**src/rtl/fpstat_pkg.sv**
```systemverilog
package fpstat_pkg;

  localparam int FLAG_W = 5;
  localparam int RM_W   = 3;
  localparam int STAT_W = FLAG_W + RM_W;
  localparam int SEL_W  = 2;

  typedef enum logic [SEL_W-1:0] {
    VIEW_NONE  = 2'd0,
    VIEW_FLAGS = 2'd1,
    VIEW_RMODE = 2'd2,
    VIEW_FULL  = 2'd3
  } view_e;

  typedef struct packed {
    logic [RM_W-1:0]   rm;
    logic [FLAG_W-1:0] flags;
  } stat_t;

  // Next stored word after a legal write through view v.
  function automatic stat_t merge_view(stat_t cur, view_e v, logic [STAT_W-1:0] wlow);
    stat_t nxt;
    nxt = cur;
    case (v)
      VIEW_FLAGS: nxt.flags = wlow[FLAG_W-1:0];
      VIEW_RMODE: nxt.rm    = wlow[RM_W-1:0];
      VIEW_FULL:  nxt       = stat_t'(wlow);
      default:    nxt       = cur;
    endcase
    return nxt;
  endfunction

  // Right-justified content of view v.
  function automatic logic [STAT_W-1:0] read_view(stat_t cur, view_e v);
    logic [STAT_W-1:0] r;
    r = '0;
    case (v)
      VIEW_FLAGS: r[FLAG_W-1:0] = cur.flags;
      VIEW_RMODE: r[RM_W-1:0]   = cur.rm;
      VIEW_FULL:  r             = cur;
      default:    r             = '0;
    endcase
    return r;
  endfunction

  // Sticky accumulation of datapath exceptions.
  function automatic stat_t accrue(stat_t cur, logic [FLAG_W-1:0] raised);
    stat_t nxt;
    nxt       = cur;
    nxt.flags = cur.flags | raised;
    return nxt;
  endfunction

endpackage

```
**src/rtl/fpstat_decode.sv**
```systemverilog
module fpstat_decode
  import fpstat_pkg::*;
(
  input  logic             req,
  input  logic             wr,
  input  logic [SEL_W-1:0] sel,
  output view_e            view,
  output logic             sel_legal,
  output logic             wr_hit,
  output logic             rd_hit,
  output logic             err
);

  always_comb begin
    view      = view_e'(sel);
    sel_legal = (view != VIEW_NONE);
    rd_hit    = req && sel_legal;
    wr_hit    = req && wr && sel_legal;
    err       = req && !sel_legal;
  end

endmodule

```
**src/rtl/fpstat_store.sv**
```systemverilog
module fpstat_store
  import fpstat_pkg::*;
(
  input  logic              clk,
  input  logic              rst_n,
  input  logic              wr_hit,
  input  view_e             view,
  input  logic [STAT_W-1:0] wlow,
  input  logic [FLAG_W-1:0] raised,
  output stat_t             stat_q
);

  stat_t stat_d;

  always_comb begin
    if (wr_hit) stat_d = merge_view(stat_q, view, wlow);
    else        stat_d = accrue(stat_q, raised);
  end

  always_ff @(posedge clk) begin
    if (!rst_n) stat_q <= '0;
    else        stat_q <= stat_d;
  end

endmodule

```
**src/rtl/fpstat_readmux.sv**
```systemverilog
module fpstat_readmux
  import fpstat_pkg::*;
#(
  parameter int DATA_W = 32
) (
  input  logic              rd_hit,
  input  view_e             view,
  input  stat_t             stat,
  output logic [DATA_W-1:0] rdata
);

  localparam int PAD_W = DATA_W - STAT_W;

  logic [STAT_W-1:0] sel_bits;

  always_comb begin
    sel_bits = rd_hit ? read_view(stat, view) : '0;
  end

  generate
    if (PAD_W > 0) begin : g_pad
      assign rdata = {{PAD_W{1'b0}}, sel_bits};
    end else begin : g_nopad
      assign rdata = sel_bits[DATA_W-1:0];
    end
  endgenerate

endmodule

```
**src/rtl/fpstat_reg.sv**
```systemverilog
module fpstat_reg
  import fpstat_pkg::*;
#(
  parameter int DATA_W = 32
) (
  input  logic                     clk,
  input  logic                     rst_n,
  input  logic                     acc_req,
  input  logic                     acc_wr,
  input  logic [SEL_W-1:0]         acc_sel,
  input  logic [DATA_W-1:0]        acc_wdata,
  output logic [DATA_W-1:0]        acc_rdata,
  output logic                     acc_err,
  input  logic [FLAG_W-1:0]        raise_flags,
  output logic [STAT_W-1:0]        stat_o
);

  // Named internal events, brought out for the checker.
  view_e view;
  logic  sel_legal;
  logic  wr_hit;
  logic  rd_hit;
  stat_t stat_q;

  fpstat_decode u_dec (
    .req       (acc_req),
    .wr        (acc_wr),
    .sel       (acc_sel),
    .view      (view),
    .sel_legal (sel_legal),
    .wr_hit    (wr_hit),
    .rd_hit    (rd_hit),
    .err       (acc_err)
  );

  fpstat_store u_store (
    .clk    (clk),
    .rst_n  (rst_n),
    .wr_hit (wr_hit),
    .view   (view),
    .wlow   (acc_wdata[STAT_W-1:0]),
    .raised (raise_flags),
    .stat_q (stat_q)
  );

  fpstat_readmux #(.DATA_W(DATA_W)) u_rmux (
    .rd_hit (rd_hit),
    .view   (view),
    .stat   (stat_q),
    .rdata  (acc_rdata)
  );

  assign stat_o = stat_q;

endmodule

```
**config.mk**
```make
export PLATFORM = sky130hd
export DESIGN_NAME = fpstat_reg
export DESIGN_NICKNAME = d
export VERILOG_FILES = /design/src/rtl/fpstat_pkg.sv /design/src/rtl/fpstat_decode.sv /design/src/rtl/fpstat_store.sv /design/src/rtl/fpstat_readmux.sv /design/src/rtl/fpstat_reg.sv
export SDC_FILE = /design/constraint.sdc
export NUM_CORES = 1
export LEC_CHECK = 0
export BUFFER_PORTS_ARGS = -buffer_cell sky130_fd_sc_hd__buf_2
export CAP_MARGIN = 20
export CORE_ASPECT_RATIO = 1.4
export CORE_UTILIZATION = 29
export CTS_CLUSTER_SIZE = 14
export DETAILED_ROUTE_END_ITERATION = 8
export PLACE_DENSITY_LB_ADDON = 0.12
export REMOVE_ABC_BUFFERS = 1
export SLEW_MARGIN = 20
export SYNTH_ARGS = -nofsm -noshare
export SYNTH_HDL_FRONTEND = slang
export SYNTH_SLANG_ARGS = --single-unit
```
**constraint.sdc**
```tcl
create_clock -name clk -period 0.97 [get_ports clk]
set_clock_uncertainty 0.05 [all_clocks]
set_input_delay 0.194 -clock clk [delete_from_list [all_inputs] [get_ports clk]]
set_output_delay 0.194 -clock clk [all_outputs]
set_load 0.005 [all_outputs]
```
-- Word-level counts from Yosys, hierarchy flattened
Cells that the tools add are included.
- register bits: 8
- output and inout port bits: 41
- word-level logic and storage cells: 23
- muxes and demuxes: 7
- equality and inequality tests: 4
- bitwise gates (word level): 1
- reductions and logical operators: 9
- operators by type and width (operator ; count):
    3-bit case mux with 2 select lines ; 2
    5-bit two-way mux ; 2
    8-bit two-way mux ; 1
    5-bit bitwise OR ; 1
    2-bit equality test (second input constant) ; 2
    1-bit logical AND ; 4
    2-bit nonzero test ; 2
    3-bit two-way mux ; 1
    2-bit by 1-bit equality test with 1-bit output (second input constant) ; 1
    2-bit two-way mux ; 1
    2-bit != test (second input constant) ; 1
    2-bit AND reduction ; 1
    2-bit OR reduction ; 1
    1-bit logical NOT ; 1

-- Depth between registers and ports, before layout
Gate-level depths: netlist (run 1).
- depth after elaboration: 4
- gate-level depth with buffers: 5

-- Cells and area by module
A second synthesis (run 1) with hierarchy kept.
- cell total of the unflattened synthesis: 73
- area total of the unflattened synthesis: 694.4 µm²
- modules (own cells, without submodules) (module ; cells each ; times used ; area an instance (µm²)):
    fpstat_store ; 31 ; 1 ; 379.1
    fpstat_readmux ; 36 ; 1 ; 269.0
    fpstat_decode ; 6 ; 1 ; 46.3

-- Worst setup path before layout (run 1)
No wires, ideal clock.
- path kind: in2out
- start point: input acc_sel[0]
- end point: output acc_rdata[0]
- buffers on the path: 2
- slack: -0.017 ns
- arrival time: 0.743 ns
- required time: 0.726 ns
- stages on the path: 5
- cells stage by stage: buf_4 > buf_6 > nand2_1 > o21ai_1 > and2_2
- longest elaborated chain between the ends: 4
- elaborated cells between the ends (all ways): 8
- those cells by class: eq/ne (3); mux (2); reduce/logical (3)
- ends and longest elaborated chain (element ; line ; text):
    from (decl) ; fpstat_reg.sv:10 ; input logic [SEL_W-1:0] acc_sel,
    2-bit by 1-bit equality test with 1-bit output or 2-bit equality test (tied branches) ; fpstat_pkg.sv:37 ; case (v)
    2-bit OR reduction (no source line) ; - ;
    3-bit case mux with 2 select lines ; fpstat_pkg.sv:37 ;
    8-bit two-way mux (*) ; fpstat_readmux.sv:17 ; sel_bits = rd_hit ? read_view(stat, view) : '0;
    to (decl) ; fpstat_reg.sv:12 ; output logic [DATA_W-1:0] acc_rdata,
Every way passes the cells marked *; elsewhere a longest branch is shown, timed or not.

-- Worst setup path after layout (run 1)
- start point: register, netlist name u_store.stat_q[7]
- end point: output acc_rdata[2]
- longest elaborated chain between the ends: 2
- ends and longest elaborated chain (element ; line):
    3-bit case mux with 2 select lines ; fpstat_pkg.sv:37
    8-bit two-way mux ; fpstat_readmux.sv:17
No other way between the ends.

==> results of run 1 <==
metrics by stage:
step                TNS, ps  instances  hold WS, ps  total power, W  worst slack (ps)
finish                -2117        157        164.7       0.0009688            -251.2
global route          -2790        157        197.1        0.001045            -310.8
CTS                   -2369        154        155.4       0.0009588            -263.3
detailed placement    -2219        149        423.2       0.0006264            -171.9
global placement      -1849        149        411.9       0.0006228            -158.9
floorplan                 0         78        277.4       0.0004692             87.12
power by group through the flow:
stage	clock network, W	logic [W]	registers [W]
floorplan	0	0.0000895	0.000380
global placement	0	0.000250	0.000373
detailed placement	0	0.000253	0.000373
CTS	0.000267	0.000319	0.000373
global route	0.000288	0.000382	0.000375
finish	0.000253	0.000343	0.000374
logic make-up after synthesis:
logic type	after synthesis	synth area share, %
other	1	0.5520
AND/OR/NAND/NOR	22	20.44
AO/OA/AOI/OAI	21	17.68
buffers and inverters	29	33.33
multiplexers	3	4.420
flip-flops	8	23.57
worst paths after layout:
check / startpoint / to / cells past startpoint
min reg2reg: u_store.stat_q[7]$_SDFFE_PN0P_ / u_store.stat_q[7]$_SDFFE_PN0P_ / 2
min: acc_wdata[3] / u_store.stat_q[3]$_SDFFE_PN0P_ / 3
max: u_store.stat_q[7]$_SDFFE_PN0P_ / acc_rdata[2] / 4
max reg2reg: u_store.stat_q[2]$_SDFFE_PN0P_ / u_store.stat_q[2]$_SDFFE_PN0P_ / 4
worst max-delay path, cell delays in order (launching register included):
cell and delay (ps):
dfxtp_2 330, nand2_1 50, o21ai_1 120, and2_4 150, buf_6 80
layout by cell type, fill, tap and decap left out, types with 3 or more instances in the layout:
master,n
buf_2,21
o21ai_1,4
and3_4,3
buf_6,19
nand2_1,9
o21ai_0,4
dfxtp_2,8
buf_4,14
clkbuf_4,3
mux2i_1,3
conb_1,24
and3_1,3
and2_4,3
a21oi_1,10
o211a_1,3
final cells by class:
cell class | instances | area, um^2 | area share (%)
Timing Repair Buffer | 54 | 424.2 | 40.99
Multi-Input combinational cell | 70 | 390.4 | 37.73
Sequential cell | 8 | 170.2 | 16.45
Tap cell | 22 | 27.53 | 2.660
Clock buffer | 3 | 22.52 | 2.177
metal layers:
| layer | global-route usage [%] | vias to the layer above |
|---|---|---|
| li1 | - | 341 |
| met1 | 16.23 | 300 |
| met2 | 21.21 | 38 |
| met3 | 2.134 | 2 |
| met4 | 8.036 | 0 |
| met5 | 0 | - |
repair_timing:
| item | 4_1_cts | 5_1_grt |
|---|---|---|
| buffers inserted | 2 | 4 |
| pin swaps | 4 | 4 |
| setup endpoints to repair | 15 | 17 |
| gates resized for setup | 26 | 8 |
==> results.txt, run 1 <==
Final Util = 46.99%
Synth cell count leaders = buf_4, a21oi_1, nand2_1
Vias in the first global route = 591
Antenna-violating nets left = 0
WL final = 1.544 mm
Total die area = 0.002543 mm^2
Type of origin of the critical path = flop
Reg2Reg Setup Slack = 80 ps
P_int = 0.0007056 W
Layout filler cell count = 235
Clk slew on worst S/H paths = 50 ps
Arr. time, crit path = 980 ps
Tmin final = 1221 ps
Die X = 42.91 um
NetSw = 0.0002632 W
Final worst slack = -251.2 ps
Clock Path Buffers = 2
Type of the most critical hold path = input port to flop
EDFF count, synth = 0
Comb power frac = 35.4%
Crit path kind = flop to primary output
Global-route wire length before repair = 2.463 mm
Area of the core = 0.002202 mm^2
H-tree level count = 1
Failing checks = setup timing
Seq pwr share = 38.6%
CP endpoint kind = primary output
Cts hold-fix bufs = 0
GPL Wtd Cong = 0.7045
Mapped Avg Cell Area = 8.088 um^2
Finished Cell Area = 0.001035 mm^2
Max-Cap Viols = 0
Ys async rst share = 0%
Standard-cell rows = 20
Final count of pins violating max slew = 0
Area after DPL = 847.1 um^2
Root buffer cell = clkbuf_4
Antenna violations before repair = 0
Mapped cell area = 679.4 um^2
Post-Syn Instances = 84
Starting utilization of the core area = 30.85%
Clock network power share = 26.1%
Die span in y = 59.27 um
Most common cell in the synthesized netlist = buf_4
Synthesis-to-finish area growth = 52.30%
Area share of the largest cell type after synthesis = 27.62%
Yosys cell types = 18
Final Hold Vio Count = 0
Total Routing Usage GR = 13.17%
# port buffers = 35
Met1 wire length = 650 um
Largest net degree at the start of global routing = 13
DR top layer = met4
Yosys top cell by area = buf_4
Largest Register = u_store.stat_q
Post-synthesis sequential area ratio = 23.57%
Final setup viols = 17
Num CTS Buffers = 3
Dominant synthesized flop cell = dfxtp_1
Clock Latency Late Sink = 250 ps
Max reg flops = 8
Post-route DRC = 0
Switching share of power = 27.17%
Yosys warns = 0
Detailed Routing Iterations Pass 1 = 4
Status = finished, violations left
Grt ovf = 0
Met2 wire length = 777 um
Ports = 84
DR WL/cell = 9.834 um
FMAX = 818.9 MHz
Crit-path max FO = 2
#FFs+latches synth = 8
Post-DP HPWL = 1.178 mm
WL met3 = 99 um
CP required = 730 ps
Fin crit share = 125.9%
Antenna cells = 0
Sink Count = 8
PD cells = 936.3 mW/mm^2
Nets = 180
Top flop regs = u_store.stat_q x8
Unrepaired setup endpoints after global routing = true
Static leakage = 0.5806 nW
Via density per instance = 4.338
Top cells by area, synth = buf_4, dfxtp_1, a21oi_1, nand2_1, buf_6
Worst vdd ir = 0.5563 mV
DR vias = 681
Share of cells above drive strength 1 = 54.07%
CTS tree = yes
DRC marker count from the first detailed-route iteration = 10
Power figures use the tool's default switching activity.
==> run 2: changes to the inputs <==
- ABC_AREA: default -> 1
==> run 2 against run 1 <==
Against the previous run: highest routed layer unchanged; critical path depth fell by 1; sequential power rose by 1%; hold slack got worse by 1.8 ps; the flow finishes with violations (DRC, setup timing); non-clock buffer count fell by 7; utilization fell by 1.8 points.
==> results.txt, run 2 <==
Clock Latency Late Sink = 260 ps (about the same)
WL final = 1.759 mm (+14%)
Post-Syn Instances = 119 (+42%)
Met1 wire length = 671 um (+3.2%)
Synthesis-to-finish area growth = 42.06%
Grt ovf = 0 (unchanged)
Static leakage = 0.6212 nW (+7.0%)
Fin crit share = 122.5% (-3.4 points)
CP required = 730 ps (about the same)
Area share of the largest cell type after synthesis = 26.18% (-1.4 points)
Final Hold Vio Count = 0 (unchanged)
Vias in the first global route = 653 (+10%)
Mapped cell area = 716.9 um^2 (+5.5%)
Commonest non-fill, non-tap cell in the layout = buf_2
Final setup viols = 11 (-6)
Synth cell count leaders = nand2_1, buf_4, inv_1
Global-route wire length before repair = 2.725 mm (+11%)
Post-route DRC = 4 (+4)
Via density per instance = 4.170 (-3.9%)
R2R Path End = u_store.stat_q[6]$_SDFFE_PN0P_
Final worst slack = -218.2 ps (+33.00 ps)
Largest stage delay, worst path = 350 ps (+20 ps)
Largest Register = u_store.stat_q
Crit path kind = flop to primary output
DR vias = 784 (+15%)
Reg2reg start = u_store.stat_q[6]$_SDFFE_PN0P_
Final count of pins violating max slew = 0 (unchanged)
Met2 wire length = 930 um (+20%)
Crit-path max FO = 3 (+1)
GPL Wtd Cong = 0.7317 (+3.9%)
DRC marker count from the first detailed-route iteration = 16 (+6)
#FFs+latches synth = 8 (unchanged)
Post-synthesis sequential area ratio = 22.34% (-1.2 points)
Failing checks = DRC, setup timing
Die span in y = 60.83 um (+2.6%)
Max-Cap Viols = 0 (unchanged)
Mapped Avg Cell Area = 6.025 um^2 (-26%)
Antenna cells = 0 (unchanged)
Sink Count = 8 (unchanged)
Num CTS Buffers = 3 (unchanged)
CTS tree = yes
Worst vdd ir = 0.6224 mV (+12%)
# port buffers = 35 (unchanged)
Ys async rst share = 0% (unchanged)
Slowest CP cell = dfxtp_2
Tmin final = 1188 ps (-33.00 ps)
Max reg flops = 8 (unchanged)
Dpl ws = -135.3 ps (+36.63 ps)
Mux cell area share after synthesis = 0% (-4.4 points)
Antenna violations before repair = 0 (unchanged)
Starting utilization of the core area = 31.83% (+0.98 points)
Crit path capture = acc_rdata[2]
Most common cell in the synthesized netlist = nand2_1
Unrepaired setup endpoints after global routing = true
Antenna-violating nets left = 0 (unchanged)
Finished Cell Area = 0.001018 mm^2 (-1.6%)
EDFF count, synth = 0 (unchanged)
R2R depth = 6 (+2)
Area after DPL = 874.6 um^2 (+3.2%)
Main combinational cell family by area after synthesis = buffers and inverters
Top flop regs = u_store.stat_q x8
Clock Path Buffers = 2 (unchanged)
PD cells = 923.6 mW/mm^2 (-1.4%)
Most frequent cells in the layout = buf_2, nand2_1, conb_1
Clk slew on worst S/H paths = 60 ps (about the same)
Reg2Reg Setup Slack = 70 ps (about the same)
Synth Area in Compound Gates = 7.679% (-10 points)
Post-DP HPWL = 1.338 mm (+14%)
Layout filler cell count = 258 (+9.8%)
Standard-cell rows = 20 (unchanged)
Status = finished, violations left
Type of origin of the critical path = flop
Total Routing Usage GR = 14.06% (+0.89 points)
Worst setup path startpoint = u_store.stat_q[7]$_SDFFE_PN0P_
Top cells by area, synth = buf_4, dfxtp_1, nand2_1, inv_1, nor2_1
Yosys warns = 0 (unchanged)
FMAX = 841.6 MHz (+2.8%)
DR WL/cell = 9.356 um (-4.9%)
Nets = 211 (+17%)
Yosys cell types = 13 (-5)
Largest net degree at the start of global routing = 12 (-1)
DR top layer = met4
Dominant synthesized flop cell = dfxtp_1
Yosys top cell by area = buf_4
Share of cells above drive strength 1 = 45.18% (-8.9 points)
Type of the most critical hold path = input port to flop
Root buffer cell = clkbuf_4
Ports = 84 (unchanged)
Die X = 44.02 um (+2.6%)
Adder-cell share of the synthesized area = 0% (unchanged)
WL met3 = 124 um (+25%)
Total die area = 0.002678 mm^2 (+5.3%)
Detailed Routing Iterations Pass 1 = 8 (+4)
Area of the core = 0.002252 mm^2 (+2.3%)
Crit path cell chain = nand3_2, a21oi_2, buf_2
XOR/XNOR Fraction of Synth Area = 0% (unchanged)
H-tree level count = 1 (unchanged)
Arr. time, crit path = 940 ps (-40 ps)
Tot Pwr = 0.0009407 W (-2.9%)
CP endpoint kind = primary output
Simple-Gate Fraction of Synth Area = 30.72% (+10 points)
-- run 2: changes by cell type in the layout (fill, tap and decap cells not counted), moves of 7 or more --
| cell | before | now |
|---|---|---|
| nand2_1 | 9 | 26 |
| nor2_1 | 0 | 14 |
| buf_2 | 21 | 29 |
| buf_6 | 19 | 5 |
| inv_1 | 0 | 16 |
| a21oi_1 | 10 | 3 |
-- run 2: through the flow --
stage	util [%]	setup TNS, ps	cells	hold slack (ps)
finish	45.22	-1601	188	162.9
global placement	38.83	-1310	182	414.9
detailed placement	38.83	-1382	182	427.3
floorplan	-	0	116	269.8
global route	45.22	-2152	188	183.0
CTS	43.89	-1856	189	159.2
-- run 2: repair_timing --
item / in CTS / in global routing
setup buffers: 4 / 1
resized for setup: 22 / 12
pin swaps: 6 / 6
hold buffers: 0 / 0
endpoints found under the setup margin: 15 / 16
-- run 2: report_power, final --
group / internal, W / total (W) / switching [W]
combinational: 0.000143 / 0.000299 / 0.000156
sequential: 0.000359 / 0.000379 / 0.0000193
clock: 0.000142 / 0.000263 / 0.000121
-- run 2: worst min path at each step --
stage / slack (ps) / cells after the start / to / start
after floorplan: 270 / 2 / u_store.stat_q[5]$_SDFFE_PN0P_ / rst_n
after global placement: 410 / 3 / u_store.stat_q[4]$_SDFFE_PN0P_ / acc_wdata[4]
after detailed placement: 430 / 3 / u_store.stat_q[4]$_SDFFE_PN0P_ / acc_wdata[4]
after CTS: 160 / 5 / u_store.stat_q[0]$_SDFFE_PN0P_ / raise_flags[0]
after global routing: 180 / 3 / u_store.stat_q[7]$_SDFFE_PN0P_ / rst_n
final: 160 / 5 / u_store.stat_q[0]$_SDFFE_PN0P_ / raise_flags[0]
-- run 2: routing by layer --
layer  track usage [%]  up-vias
met1             16.88      335
met5                 0        -
met2             23.32       38
li1                  -      407
met3             1.786        4
met4             9.091        0
-- run 2: cell type report --
cell class,instances,area (um^2),share of cell area (%)
Clock buffer,3,22.52,2.211
Inverter,21,82.58,8.108
Multi-Input combinational cell,87,409.1,40.17
Sequential cell,8,170.2,16.71
Tap cell,22,27.53,2.703
Timing Repair Buffer,47,306.5,30.10
-- run 2: logic make-up (layout without fill, tap and decap cells) --
group                  count (synthesis)  after routing
AO/OA/AOI/OAI                         11             11
other                                  1             24
AND/OR/NAND/NOR                       52             52
buffers and inverters                 47             71
flip-flops                             8              8
-- run 2: critical path: cells and delay by family, from the launching register on --
kind	cells	cell delay, ps
compound gates	1	140
flops	1	350
simple gates	1	80
buf+inv	1	120
==> run 3: changes to the inputs <==
- PLACE_DENSITY: default -> 0.74
- PLACE_DENSITY_LB_ADDON: 0.12 -> default
==> run 3 against run 2 <==
Against the previous run: the flow finishes with violations (setup timing); clock-buffer cell count unchanged; die area unchanged; design area up 2.2%; via count up 1.0%; sequential power about the same; utilization up 1.0 points; critical endpoint is now acc_rdata[0].
==> results.txt, run 3 (synthesis results as in run 2) <==
Status = finished, violations left
Failing checks = setup timing
Most frequent cells in the layout = nand2_1, buf_2, conb_1
Area of the core = 0.002252 mm^2 (unchanged)
Via density per instance = 4.235 (+1.6%)
Die X = 44.02 um (unchanged)
Crit path capture = acc_rdata[0]
Hold path depth = 3 (-2)
Total Routing Usage GR = 14.96% (+0.90 points)
Total die area = 0.002678 mm^2 (unchanged)
Setup TNS = -1545 ps (+56.14 ps)
Sink Count = 8 (unchanged)
DR WL/cell = 9.856 um (+5.3%)
Final worst slack = -237.6 ps (-19.42 ps)
Type of the most critical hold path = input port to flop
DRC marker count from the first detailed-route iteration = 33 (+17)
Largest Register = u_store.stat_q
R2R depth = 5 (-1)
Crit path kind = flop to primary output
HP Start = acc_wdata[3]
Final setup viols = 11 (unchanged)
Placed Cells = 179 (-1.6%)
Grt ovf = 0 (unchanged)
R2R Path End = u_store.stat_q[7]$_SDFFE_PN0P_
Ports = 84 (unchanged)
# port buffers = 35 (unchanged)
Post-DP HPWL = 1.281 mm (-4.3%)
Post-route DRC = 0 (-4)
Clock Path Buffers = 2 (unchanged)
Top flop regs = u_store.stat_q x8
Unrepaired setup endpoints after global routing = true
Detailed Routing Iterations Pass 1 = 6 (-2)
Antenna-violating nets left = 0 (unchanged)
H-tree level count = 1 (unchanged)
Final Non-Filler Cells = 187 (-0.53%)
Antenna violations before repair = 0 (unchanged)
Fin crit share = 124.5% (+2.0 points)
Reg2reg start = u_store.stat_q[7]$_SDFFE_PN0P_
Layout filler cell count = 250 (-3.1%)
DR vias = 792 (+1.0%)
Worst vdd ir = 0.5120 mV (-18%)
Static leakage = 0.6228 nW (+0.26%)
Num CTS Buffers = 3 (unchanged)
Finished Cell Area = 0.001041 mm^2 (+2.2%)
Largest net degree at the start of global routing = 12 (unchanged)
PD cells = 916.1 mW/mm^2 (-0.81%)
Cts hold-fix bufs = 0 (unchanged)
GPL Wtd Cong = 0.7729 (+5.6%)
Synthesis-to-finish area growth = 45.20%
Type of origin of the critical path = flop
Hold Slack = 161.5 ps (-1.428 ps)
Global-route wire length before repair = 2.994 mm (+9.9%)
Max reg flops = 8 (unchanged)
Standard-cell rows = 20 (unchanged)
CP required = 730 ps (about the same)
Nets = 210 (-0.47%)
Clock Latency Late Sink = 250 ps (about the same)
Reg2Reg Setup Slack = 130 ps (+60 ps)
Root buffer cell = clkbuf_4
WL final = 1.843 mm (+4.8%)
Max-Cap Viols = 0 (unchanged)
Tmin final = 1208 ps (+19.42 ps)
CTS tree = yes
CP endpoint kind = primary output
Arr. time, crit path = 960 ps (+20 ps)
Vias in the first global route = 759 (+16%)
Clk slew on worst S/H paths = 50 ps (about the same)
Starting utilization of the core area = 31.83% (unchanged)
FMAX = 828.1 MHz (-1.6%)
Area after DPL = 852.1 um^2 (-2.6%)
Antenna cells = 0 (unchanged)
Share of cells above drive strength 1 = 45.45% (+0.27 points)
Final Hold Vio Count = 0 (unchanged)
Final count of pins violating max slew = 0 (unchanged)
Worst setup path startpoint = u_store.stat_q[5]$_SDFFE_PN0P_
Crit-path max FO = 3 (unchanged)
Die span in y = 60.83 um (unchanged)
## run 3: cell count changes in the layout (fill, tap and decap cells not counted), sizes merged
cell,before,now
buf,47,46
## run 3: how the worst min path moves through the flow
stage                                     endpoint  slack, ps
floorplan           u_store.stat_q[5]$_SDFFE_PN0P_        270
global placement    u_store.stat_q[4]$_SDFFE_PN0P_        420
detailed placement  u_store.stat_q[3]$_SDFFE_PN0P_        430
CTS                 u_store.stat_q[3]$_SDFFE_PN0P_        160
global route        u_store.stat_q[4]$_SDFFE_PN0P_        180
finish              u_store.stat_q[3]$_SDFFE_PN0P_        160
## run 3: per-layer routing
layer / GRT usage (%) / share of wire, % / vias to the layer above
li1: - / - / 401
met1: 15.41 / 38 / 340
met2: 27.52 / 52 / 47
met3: 5.357 / 9.3 / 4
met4: 5.195 / 1.0 / 0
met5: 0 / 0 / -
## run 3: report_power, final
group	internal, W	switching [W]	total [W]	leakage, nW
registers	0.000358	0.0000217	0.000380	0.0690
logic	0.000158	0.000161	0.000319	0.540
clock network	0.000142	0.000113	0.000255	0.0138
total	0.000658	0.000296	0.000954	0.623
## run 3: layout make-up
class | count | area [um^2] | share of cell area [%]
sequential | 8 | 172.7 | 16.59
timing repair buffer | 46 | 322.8 | 31.01
multi-input combinational | 87 | 412.9 | 39.66
tap | 22 | 27.53 | 2.644
clock buffer | 3 | 22.52 | 2.163
inverter | 21 | 82.58 | 7.933
## run 3: what timing repair did
item | CTS | global route
endpoints found under the setup margin | 14 | 16
pin swaps | 6 | 4
gates resized for setup | 20 | 22
buffers inserted | 3 | 3
## run 3: per-stage QoR
stage / utilization (%) / total power (W) / setup slack, ps
finish: 46.22 / 0.0009537 / -237.6
global route: 46.22 / 0.001043 / -294.7
CTS: 42.17 / 0.0009140 / -231.0
detailed placement: 37.83 / 0.0006219 / -152.9
global placement: 37.83 / 0.0006191 / -134.8
floorplan: - / 0.0004987 / 120.2
## run 3: worst max-delay path, stage by stage, from the launching register on
cell and delay (ps):
dfxtp_2 340, nand3_2 80, a21oi_2 160, buf_2 130
